--- src/rtl/i2s_rx_pkg.sv ---
package i2s_rx_pkg;

    localparam int WORD_W = 32;
    localparam int LANE_W = 8;
    localparam int LANES  = WORD_W / LANE_W;
    localparam int CNT_W  = $clog2(WORD_W + 1);
    localparam int POS_W  = $clog2(LANES + 1);

    typedef enum logic [1:0] {
        WID_8    = 2'd0,
        WID_16   = 2'd1,
        WID_RSVD = 2'd2,
        WID_32   = 2'd3
    } width_e;

    typedef struct packed {
        logic              valid;
        logic              side;   // 0 left, 1 right
        logic [WORD_W-1:0] value;
    } sample_t;

    function automatic logic [CNT_W-1:0] width_bits(width_e w);
        case (w)
            WID_8:   return CNT_W'(LANE_W);
            WID_16:  return CNT_W'(2 * LANE_W);
            default: return CNT_W'(WORD_W);
        endcase
    endfunction

    function automatic logic [POS_W-1:0] sample_lanes(width_e w);
        case (w)
            WID_8:   return POS_W'(1);
            WID_16:  return POS_W'(2);
            default: return POS_W'(LANES);
        endcase
    endfunction

endpackage

--- src/rtl/i2s_rx_capture.sv ---
module i2s_rx_capture
    import i2s_rx_pkg::*;
(
    input  logic    clk,
    input  logic    rst,
    input  logic    ws,
    input  logic    sd,
    input  width_e  width,
    output sample_t commit
);

    logic              ws_q;
    logic              seen;
    logic              armed;
    logic              change;
    logic [CNT_W-1:0]  cnt;
    logic [CNT_W-1:0]  limit;
    logic [WORD_W-1:0] shreg;

    assign limit  = width_bits(width);
    assign change = seen && (ws != ws_q);

    always_comb begin
        commit.valid = change && armed;
        commit.side  = ws_q;
        commit.value = shreg;
    end

    always_ff @(posedge clk) begin
        if (rst) begin
            ws_q  <= 1'b0;
            seen  <= 1'b0;
            armed <= 1'b0;
            cnt   <= '0;
            shreg <= '0;
        end else begin
            ws_q <= ws;
            seen <= 1'b1;
            if (change) begin
                armed <= 1'b1;
                cnt   <= '0;
                shreg <= '0;
            end else if (armed && (cnt < limit)) begin
                shreg <= {shreg[WORD_W-2:0], sd};
                cnt   <= cnt + 1'b1;
            end
        end
    end

    // once the limit is reached the shift register is frozen
    a_r2_stop_at_limit: assert property (@(posedge clk) disable iff (rst)
        (armed && !change && (cnt >= limit)) |=> $stable(shreg));

    // a commit is always followed by a freshly restarted phase
    a_r1_phase_restart: assert property (@(posedge clk) disable iff (rst)
        commit.valid |=> (armed && (shreg == '0)));

endmodule

--- src/rtl/i2s_rx_pack.sv ---
module i2s_rx_pack
    import i2s_rx_pkg::*;
(
    input  logic              clk,
    input  logic              rst,
    input  sample_t           commit,
    input  width_e            width,
    input  logic              mono,
    output logic              word_valid,
    output logic [WORD_W-1:0] word_data
);

    logic [WORD_W-1:0] hold_l, hold_r, acc;
    logic              l_valid, pend_r;
    logic [POS_W-1:0]  pos;
    logic [POS_W-1:0]  nb;
    logic              app_en;
    logic [WORD_W-1:0] app_data, acc_sum;
    logic [POS_W-1:0]  app_lanes, pos_sum;
    logic              pair_done, mono_left;

    assign nb        = sample_lanes(width);
    assign mono_left = commit.valid && mono && !commit.side;
    assign pair_done = commit.valid && !mono && commit.side && l_valid;

    always_comb begin
        app_en    = 1'b0;
        app_data  = '0;
        app_lanes = '0;
        if (mono_left && (nb != POS_W'(LANES))) begin
            app_en    = 1'b1;
            app_data  = commit.value;
            app_lanes = nb;
        end else if (pair_done && (nb == POS_W'(1))) begin
            app_en    = 1'b1;
            app_data  = {{(WORD_W-2*LANE_W){1'b0}},
                         commit.value[LANE_W-1:0], hold_l[LANE_W-1:0]};
            app_lanes = POS_W'(2);
        end
        acc_sum = acc | (app_data << (pos * LANE_W));
        pos_sum = pos + app_lanes;
    end

    always_ff @(posedge clk) begin
        if (rst) begin
            hold_l     <= '0;
            hold_r     <= '0;
            acc        <= '0;
            pos        <= '0;
            l_valid    <= 1'b0;
            pend_r     <= 1'b0;
            word_valid <= 1'b0;
            word_data  <= '0;
        end else begin
            word_valid <= 1'b0;
            if (pend_r) begin
                word_valid <= 1'b1;
                word_data  <= hold_r;
                pend_r     <= 1'b0;
            end
            if (commit.valid) begin
                if (!commit.side) begin
                    hold_l  <= commit.value;
                    l_valid <= !mono;
                end else begin
                    hold_r  <= commit.value;
                    l_valid <= 1'b0;
                end
            end
            if (mono_left && (nb == POS_W'(LANES))) begin
                word_valid <= 1'b1;
                word_data  <= commit.value;
            end
            if (pair_done && (nb == POS_W'(LANES))) begin
                word_valid <= 1'b1;
                word_data  <= hold_l;
                pend_r     <= 1'b1;
            end
            if (pair_done && (nb == POS_W'(2))) begin
                word_valid <= 1'b1;
                word_data  <= {commit.value[2*LANE_W-1:0], hold_l[2*LANE_W-1:0]};
            end
            if (app_en) begin
                if (pos_sum == POS_W'(LANES)) begin
                    word_valid <= 1'b1;
                    word_data  <= acc_sum;
                    acc        <= '0;
                    pos        <= '0;
                end else begin
                    acc <= acc_sum;
                    pos <= pos_sum;
                end
            end
        end
    end

    // the right word of a 32-bit pair follows the left word at once
    a_r4_right_follows: assert property (@(posedge clk) disable iff (rst)
        pend_r |=> word_valid);

    // a word only appears as the result of a commit or a pending right word
    a_r8_write_has_cause: assert property (@(posedge clk) disable iff (rst)
        word_valid |-> $past(commit.valid || pend_r));

    // in mono a right-phase commit never produces a word
    a_r7_mono_right_silent: assert property (@(posedge clk) disable iff (rst)
        (mono && commit.valid && commit.side && !pend_r) |=> !word_valid);

endmodule

--- src/rtl/i2s_rx_wrport.sv ---
module i2s_rx_wrport
    import i2s_rx_pkg::*;
(
    input  logic              clk,
    input  logic              rst,
    input  logic              word_valid,
    input  logic [WORD_W-1:0] word_data,
    input  logic              fifo_full,
    output logic              fifo_wr,
    output logic [WORD_W-1:0] fifo_data,
    output logic              overrun
);

    assign fifo_wr   = word_valid && !fifo_full;
    assign fifo_data = word_data;

    always_ff @(posedge clk) begin
        if (rst)
            overrun <= 1'b0;
        else if (word_valid && fifo_full)
            overrun <= 1'b1;
    end

    // a dropped word raises the flag on the next edge
    a_r11_flag_on_drop: assert property (@(posedge clk) disable iff (rst)
        (word_valid && fifo_full) |=> overrun);

    // the flag is sticky until reset
    a_r11_sticky: assert property (@(posedge clk) disable iff (rst)
        overrun |=> overrun);

endmodule

--- src/rtl/i2s_rx_top.sv ---
module i2s_rx_top
    import i2s_rx_pkg::*;
(
    input  logic              clk,
    input  logic              rst,
    input  logic              ws,
    input  logic              sd,
    input  logic [1:0]        width_sel,
    input  logic              mono,
    input  logic              fifo_full,
    output logic              fifo_wr,
    output logic [WORD_W-1:0] fifo_data,
    output logic              overrun
);

    width_e            width;
    sample_t           commit;
    logic              word_valid;
    logic [WORD_W-1:0] word_data;

    assign width = width_e'(width_sel);

    i2s_rx_capture u_capture (
        .clk    (clk),
        .rst    (rst),
        .ws     (ws),
        .sd     (sd),
        .width  (width),
        .commit (commit)
    );

    i2s_rx_pack u_pack (
        .clk        (clk),
        .rst        (rst),
        .commit     (commit),
        .width      (width),
        .mono       (mono),
        .word_valid (word_valid),
        .word_data  (word_data)
    );

    i2s_rx_wrport u_wrport (
        .clk        (clk),
        .rst        (rst),
        .word_valid (word_valid),
        .word_data  (word_data),
        .fifo_full  (fifo_full),
        .fifo_wr    (fifo_wr),
        .fifo_data  (fifo_data),
        .overrun    (overrun)
    );

    // no write strobe in the cycle after a reset edge
    a_r12_quiet_after_reset: assert property (@(posedge clk)
        $past(rst) |-> !fifo_wr);

endmodule

--- config.mk ---
export PLATFORM = sky130hd
export DESIGN_NAME = i2s_rx_top
export DESIGN_NICKNAME = d
export VERILOG_FILES = /design/src/rtl/i2s_rx_pkg.sv /design/src/rtl/i2s_rx_capture.sv /design/src/rtl/i2s_rx_pack.sv /design/src/rtl/i2s_rx_wrport.sv /design/src/rtl/i2s_rx_top.sv
export SDC_FILE = /design/constraint.sdc
export NUM_CORES = 1
export LEC_CHECK = 0
export ABC_CLOCK_PERIOD_IN_PS = 3600
export BUFFER_PORTS_ARGS = -buffer_cell sky130_fd_sc_hd__buf_2
export CORE_MARGIN = 8
export CORE_UTILIZATION = 60
export CTS_BUF_LIST = sky130_fd_sc_hd__clkbuf_8
export DETAILED_ROUTE_END_ITERATION = 10
export PLACE_DENSITY = 0.77
export SYNTH_ARGS = -nofsm -noshare
export SYNTH_HDL_FRONTEND = slang
export SYNTH_HIERARCHICAL = 1
export SYNTH_SLANG_ARGS = --single-unit
--- constraint.sdc ---
create_clock -name clk -period 3.6 [get_ports clk]
set_input_delay 0.36 -clock clk [delete_from_list [all_inputs] [get_ports clk]]
set_output_delay 0.36 -clock clk [all_outputs]
set_load 0.005 [all_outputs]
# [After elaboration in Yosys (flattened, before gate mapping)]
# Index checks and enable logic that the tools add are counted.
[totals] register_bits=176
[classes] eq_ne=7 order_cmp=1 shift=1 n_reduce_logical=22 mux=25 n_bitwise=2 n_addsub=2
[op_table] op="$mux W32" count=8
[op_table] op="$or A32 B32 Y32" count=1
[op_table] op="$shl A32 B6 Y32" count=1
[op_table] op="$mux W16" count=1
[op_table] op="$logic_and A1 B1 Y1" count=15
[op_table] op="$pmux W6 S2" count=1
[op_table] op="$mux W1" count=11
[op_table] op="$add A6 B1 Y6 const B" count=1
[op_table] op="$eq A3 B3 Y1 const B" count=2
[op_table] op="$lt A6 B6 Y1" count=1
[op_table] op="$mux W3" count=2
[op_table] op="$pmux W3 S2" count=1
[op_table] op="$reduce_and A2 Y1" count=2
[op_table] op="$add A3 B3 Y3" count=1
[op_table] op="$eq A3 B1 Y1 const B" count=1
[op_table] op="$eq A3 B2 Y1 const B" count=1
[op_table] op="$logic_not A1 Y1" count=3
[op_table] op="$ne A3 B3 Y1 const B" count=1
[op_table] op="$eq A2 B1 Y1 const B" count=1
[op_table] op="$logic_not A2 Y1" count=1
[op_table] op="$mux W2" count=1
[op_table] op="$reduce_or A2 Y1" count=1
[op_table] op="$ne A1 B1 Y1" count=1
[op_table] op="$not A1 Y1" count=1

# [Longest topological paths before layout]
# Gate-level depths: netlist of run 1.
[logic_depth] word_depth=13 depth_mapped=16 depth_no_buf=12

# [Hierarchy]
# The synthesis of run 1 kept the hierarchy.
[by_module_without_submodules] mod="i2s_rx_pack" area_each_um2=6402.4 cells_each=781 instances=1
[by_module_without_submodules] mod="i2s_rx_capture" area_each_um2=1546.5 cells_each=188 instances=1
[by_module_without_submodules] mod="i2s_rx_wrport" area_each_um2=277.8 cells_each=36 instances=1

# [Least setup slack after synthesis of run 1]
# No wires, ideal clock.
[synth_path] path_kind="input to register" from="input port ws" to="register u_pack.word_data[0]" arrival_time_ps=3088 slack_ps=371 setup_ps=140 cell_stages=15 path_cell_list="xor2_1 > and3_1 > buf_4 > nor4bb_4 > buf_6 > buf_6 > nor2b_1 > ha_1 > inv_1 > fa_1 > xnor2_1 > and4b_1 > buf_2 > clkbuf_1 > a211oi_1"
[synth_lines] item="from (decl)" line="i2s_rx_top.sv:6" source="input logic ws,"
[synth_lines] item="to (signal assigned)" line="i2s_rx_pack.sv:58" source="word_data <= hold_r;"
[synth_lines] item="to (signal assigned)" line="i2s_rx_pack.sv:72" source="word_data <= commit.value;"
[synth_lines] item="to (signal assigned)" line="i2s_rx_pack.sv:76" source="word_data <= hold_l;"
[synth_lines] item="to (decl)" line="i2s_rx_pack.sv:10" source="output logic [WORD_W-1:0] word_data"

==> out/qor.txt, run 1 <==
start-to-end type of the worst setup path -> reg -> reg
async set or reset register ratio after synthesis -> 0
required time of the critical path -> 3.97 ns
endpoints failing setup -> 0
initial core utilization -> 0.619
gate count of the mapped netlist -> 1005
Hold Startpoint -> sd
gp weighted congestion -> 0.910
Post-Syn Area per Cell -> 8.19 um2
H-tree levels -> 4
all-layer global routing usage -> 0.244
RSZ-0062 raised after global routing -> false
CP Data Arrival Time -> 3.47 ns
sum of routed wire length over all layers -> 21.9 mm
Avg Vias per Cell -> 6.04
Crit. End Element -> flip-flop
first-pass detailed-route iteration total -> 5
endpoint of the worst hold-timing path -> u_capture/shreg[0]
total setup buffers inserted after CTS -> 0
Max transition margin -> 0.229
Seq cells post-synth -> 176
area of the core -> 13300 um2
post-detailed-route count of antenna-violating nets -> 0
count of hold-fix buffers inserted at cts -> 0
wire length of the first global-routing pass -> 35.2 mm
worst IR drop on VDD -> 0.261 mV
DPL Wire Length -> 14.3 mm
depth of the worst register-to-register path -> 12
Clock Sink Count -> 176
RR Startpoint -> u_capture/ws_q
Synth warnings -> 6
Overflow after GRT -> 0
Synthesized Nets -> 1018
Syn-to-layout area delta -> 6.08%
CTS tree -> done
antenna diode count -> 0
launching element type of the critical path -> flip-flop
Worst Hold Class -> in -> reg
routed length per placed instance -> 18.9 um
final net count -> 987
number of cells upsized or downsized after cts -> 0
# IOs -> 42
cts bufs inserted -> 17
via total after detailed routing -> 7022
hold slack -> 0.129 ns
sequential fraction of the synthesis area -> 0.428
share of final-layout standard cells stronger than drive strength 1 -> 0.110
root cell of the clock tree -> clkbuf_8
cells along the critical path -> xor2_1, and3_1, nor4bb_4, nor2b_1, ha_1, inv_1, fa_1, xnor2_1, and4b_2, buf_12, a21oi_1, a221oi_1
total DRC errors in the routed layout -> 0
Max Fanout on Critical Path -> 25
min Tclk post-route -> 3.11 ns
Achievable Freq -> 322 MHz
number of global-route vias before repair -> 6720
vertical die dimension -> 133 um
die area -> 17700 um2
clock-pin slew of the registers on the worst-case setup and hold paths -> 0.09 ns
number of library cell types mapped by synthesis -> 57
max-capacitance violation count -> 0
Die X-Extent -> 133 um
library cell contributing the largest single delay on the critical path -> fa_1
final clock skew -> 0.00658 ns
IO buf count -> 41
leakage dissipation -> 0.00320 uW
Max clock buf depth -> 2
Initial DRC Count -> 678
transition time of the tightest slew-check pin -> 1.16 ns
number of core rows -> 42
reg-to-reg slack, setup -> 0.49 ns
cell depth of the worst hold path -> 3
number of hold violations in the final report -> 0
setup TNS -> 0 ns
reg-to-reg endpoint -> u_pack/word_data[20]
number of fill cells -> 1144
pin count of the biggest net entering global routing -> 62
final period utilization -> 0.863
delay of the slowest critical-path stage -> 0.44 ns
cell area power density -> 434 nW/um2
Top FF cell, synth -> dfxtp_1
area of the mapped netlist -> 8230 um2
clock latency on the worst-skew pair -> 0.47 ns
fin. max-slew vios -> 0
number of antenna violations at the first check in global routing -> 0
run status -> finished clean
number of enable flip-flop cells after synthesis -> 0
fraction of the core area covered by cells at the end of the flow -> 0.656
-- report_power, final --
part	switching, uW	total [uW]	internal, uW	leakage (uW)
clock network	703	1680	972	0.000249
registers	7.50	1960	1950	0.00142
logic	107	151	43.3	0.00153
total	818	3790	2970	0.00320
-- cells in the final DEF, fill, tap and decap left out, types with 3 or more instances in the layout --
cell / count
nand2_1: 225
dfxtp_1: 175
a21oi_1: 125
nor2_1: 92
mux2i_1: 62
a211oi_1: 59
buf_2: 40
buf_4: 20
clkbuf_8: 18
inv_1: 14
o211ai_1: 11
o22ai_1: 11
o21ai_0: 8
nor3_1: 8
bufinv_16: 7
a211o_1: 7
a22o_1: 7
nor2b_1: 6
nand2b_1: 5
o31ai_1: 5
o2bb2ai_1: 5
clkinv_2: 4
xor2_1: 4
and3_1: 4
ha_1: 4
and2_1: 4
o211a_1: 4
nand3_1: 4
nand4_1: 3
o32ai_1: 3
a221oi_2: 3
a22oi_1: 3
buf_12: 3
-- worst max-delay path: cells and delay by family (launching register included) --
family / cells / cell delay (ns)
buf+inv: 2 / 0.24
simple gates: 4 / 1.06
fa+ha+maj: 2 / 0.60
flops: 1 / 0.35
compound gates: 2 / 0.36
xor+xnor: 2 / 0.41
-- kinds of logic after synthesis --
logic type	share of synthesized area
AOI/OAI and AO/OA	0.206
DFF	0.428
adders and majority gates	0.00852
xor gates and xnor gates	0.00639
and+or+nand+nor	0.186
muxes	0.0829
buffers and inverters	0.0818
-- layer usage --
layer	up-vias	GRT usage	wire length [um]
met5	-	0	0
met4	0	0.0942	558
met3	47	0.0575	1650
met2	297	0.404	10300
met1	3312	0.301	9430
li1	3366	-	-
-- Yosys cell counts (all sizes together) (7+ instances only) --
master	number	area share
a211o	7	0.0075
a211oi	60	0.055
a21oi	125	0.076
a22o	7	0.0075
buf	66	0.054
clkbuf	47	0.022
dfxtp	176	0.43
inv	13	0.0059
mux2i	65	0.082
nand2	225	0.10
nor2	92	0.042
nor2b	7	0.0053
nor3	8	0.0049
o211ai	11	0.010
o21ai	8	0.0049
o22ai	11	0.0084
-- metrics by stage --
stage | setup WS (ns) | total power [uW] | instances | instance area, um2
6_report | 0.493 | 3790 | 1162 | 8730
5_1_grt | 0.275 | 3880 | 1162 | 8730
4_1_cts | 0.499 | 3800 | 1162 | 8730
3_5_place_dp | 0.402 | 2150 | 1131 | 8240
3_3_place_gp | 0.481 | 2150 | 1131 | 8240
2_1_floorplan | 0.371 | 2120 | 1005 | 8230
-- how the worst max path moves through the flow --
stage                                 endpoint  depth (start not counted)           start
after floorplan            u_pack/word_data[0]                         15              ws
after global placement    u_pack/word_data[27]                         13              ws
after detailed placement  u_pack/word_data[27]                         13              ws
after CTS                 u_pack/word_data[27]                         12  u_capture/ws_q
after global routing      u_pack/word_data[20]                         12  u_capture/ws_q
final                     u_pack/word_data[20]                         12  u_capture/ws_q
-- registers in the layout, summed over array words and instances, names as in the netlist --
| signal | cells |
|---|---|
| u_pack/word_valid | 1 |
| u_pack/pos | 3 |
| u_capture/shreg | 32 |
| u_pack/hold_l | 32 |
| u_capture/cnt | 6 |
| u_pack/l_valid | 1 |
| u_capture/seen | 1 |
| u_capture/armed | 1 |
| u_pack/acc | 32 |
| u_pack/word_data | 32 |
| u_capture/ws_q | 1 |
| u_pack/pend_r | 1 |
| u_pack/hold_r | 32 |
| u_wrport/overrun | 1 |
-- final cells by class --
class / count / area [um2] / area share
Inverter: 13 / 48.8 / 0.00559
Multi-Input combinational cell: 703 / 4030 / 0.462
Clock buffer: 18 / 248 / 0.0284
Tap cell: 176 / 220 / 0.0252
Clock inverter: 13 / 241 / 0.0277
Timing Repair Buffer: 63 / 410 / 0.0470
Sequential cell: 176 / 3520 / 0.404
Power figures use the tool's default switching activity.
==> run 2, diff against run 1 <==
- CORE_MARGIN: 8 -> not set
- CORE_UTILIZATION: 60 -> 57
- PLACE_DENSITY: 0.77 -> 0.74
==> run 2 against run 1 <==
Routed wire length is 3.2% lower. Maximum frequency shrank 1.2%. Largest power group unchanged. Sequential share of layout area grew 0.55 points. First-iteration DRC count increased by 1.2%. Critical path type unchanged. Critical endpoint is now u_pack/word_data[17]. Global-route usage rose by 5.0 points. Count of clock-buffer cells in the layout fell by 1.
==> out/qor.txt, run 2 (synthesis gave the netlist of run 1 again) <==
fraction of power consumed by sequential logic -> 0.561
depth of the worst register-to-register path -> 12
leading cell types in the layout, fill and taps excluded -> nand2_1 (225), dfxtp_1 (175), a21oi_1 (125)
total net switching power -> 876 uW
Initial DRC Count -> 686
setup TNS -> 0 ns
fin. max-slew vios -> 0
vertical die dimension -> 122 um
share of power burned in the clock network -> 0.397
number of fill cells -> 1292
Final Instance Area -> 8610 um2
RSZ-0062 raised after global routing -> false
commonest non-fill, non-tap cell in the layout -> nand2_1
final net count -> 987
number of hold violations in the final report -> 0
Max Fanout on Critical Path -> 18
post-route non-filler standard cell count -> 1167
root cell of the clock tree -> clkbuf_8
Avg Vias per Cell -> 5.91
run status -> finished clean
delay of the slowest critical-path stage -> 0.44 ns
sum of routed wire length over all layers -> 21.2 mm
share of final-layout standard cells stronger than drive strength 1 -> 0.111
Clock Sink Count -> 176
# placed instances -> 1135
CP Data Arrival Time -> 3.55 ns
all-layer global routing usage -> 0.293
reg-to-reg slack, setup -> 0.46 ns
final period utilization -> 0.873
combinational fraction of design power -> 0.042
Max transition margin -> 0.243
Achievable Freq -> 318 MHz
pin count of the biggest net entering global routing -> 71
die area -> 14900 um2
initial core utilization -> 0.588
count of hold-fix buffers inserted at cts -> 0
transition time of the tightest slew-check pin -> 1.13 ns
IO buf count -> 41
area of the core -> 14000 um2
cell depth of the worst hold path -> 3
Overflow after GRT -> 0
antenna diode count -> 0
internal cell power -> 2620 uW
first-pass detailed-route iteration total -> 5
H-tree levels -> 4
start-to-end type of the worst setup path -> reg -> reg
Die X-Extent -> 122 um
min Tclk post-route -> 3.14 ns
Crit. End Element -> flip-flop
clock-pin slew of the registers on the worst-case setup and hold paths -> 0.10 ns
clock latency on the worst-skew pair -> 0.49 ns
Syn-to-layout area delta -> 4.67%
total DRC errors in the routed layout -> 0
routed length per placed instance -> 18.2 um
DPL Wire Length -> 14.5 mm
number of core rows -> 43
number of global-route vias before repair -> 6192
number of cells upsized or downsized after cts -> 0
final clock skew -> 0.0140 ns
cells along the critical path -> xor2_1, and3_1, nor4bb_4, nor2b_1, ha_1, inv_1, fa_1, xnor2_1, and4b_2, buf_4, nor2_1, a221oi_2
cts bufs inserted -> 17
RR Startpoint -> u_capture/ws_q
library cell contributing the largest single delay on the critical path -> fa_1
number of antenna violations at the first check in global routing -> 0
leakage dissipation -> 0.00313 uW
endpoint of the worst hold-timing path -> u_capture/shreg[0]
reg-to-reg endpoint -> u_pack/word_data[17]
Worst Hold Class -> in -> reg
required time of the critical path -> 4.01 ns
CTS tree -> done
Power, Total -> 3500 uW
endpoints failing setup -> 0
wire length of the first global-routing pass -> 33.3 mm
gp weighted congestion -> 0.941
launching element type of the critical path -> flip-flop
total setup buffers inserted after CTS -> 0
Hold Startpoint -> sd
post-detailed-route count of antenna-violating nets -> 0
hold slack -> 0.114 ns
switching power share of the total -> 0.251
max-capacitance violation count -> 0
# IOs -> 42
via total after detailed routing -> 6899
worst IR drop on VDD -> 0.315 mV
cell area power density -> 406 nW/um2
Area after DPL -> 8220 um2
Max clock buf depth -> 2
[run 2: changes by cell type in the layout (fill, tap and decap cells not counted), sizes merged]
cell / previous run / this run
inv: 14 / 18
clkinvlp: 1 / 5
clkinv: 4 / 3
bufinv: 7 / 2
clkbuf: 18 / 17
[run 2: power groups by stage]
stage	sequential [uW]	clock [uW]	combinational [uW]
floorplan	2000	0	112
global placement	2010	0	145
detailed placement	2010	0	146
CTS	1960	1400	147
global route	1960	1480	159
finish	1960	1390	147
[run 2: routing by layer]
layer  up-vias  track usage  part of all wire
met1      3221        0.393              0.45
li1       3386            -                 -
met4         0        0.104             0.022
met2       248        0.464              0.46
met5         -            0                 0
met3        44       0.0641             0.067
[run 2: area by class of cell]
class | count | area [um2] | area share
timing repair buffer | 63 | 385 | 0.0448
tap | 180 | 225 | 0.0262
sequential | 176 | 3520 | 0.409
multi-input combinational | 703 | 4030 | 0.468
clock inverter | 15 | 159 | 0.0185
inverter | 13 | 48.8 | 0.00567
clock buffer | 17 | 234 | 0.0272
[run 2: critical path: cells and delay by family (launching register included)]
kind / cells / cell delay [ns]
buffers and inverters: 2 / 0.33
flip-flops: 1 / 0.35
AO/OA/AOI/OAI: 1 / 0.23
AND/OR/NAND/NOR: 5 / 1.16
adder cells (fa/ha/maj): 2 / 0.59
XOR/XNOR: 2 / 0.41
[run 2: worst max-delay path by stage]
| stage | start | to | slack (ns) | cells past startpoint |
|---|---|---|---|---|
| floorplan | ws | u_pack/word_data[0] | 0.37 | 15 |
| global placement | ws | u_pack/word_data[25] | 0.43 | 13 |
| detailed placement | ws | u_pack/word_data[13] | 0.34 | 13 |
| CTS | u_capture/ws_q | u_pack/word_data[13] | 0.46 | 12 |
| global route | u_capture/ws_q | u_pack/word_data[13] | 0.17 | 12 |
| finish | u_capture/ws_q | u_pack/word_data[17] | 0.46 | 12 |
[run 2: per-stage QoR]
step / setup slack, ns / util
floorplan: 0.371 / -
global placement: 0.432 / 0.587
detailed placement: 0.344 / 0.587
CTS: 0.458 / 0.616
global route: 0.174 / 0.616
finish: 0.457 / 0.616
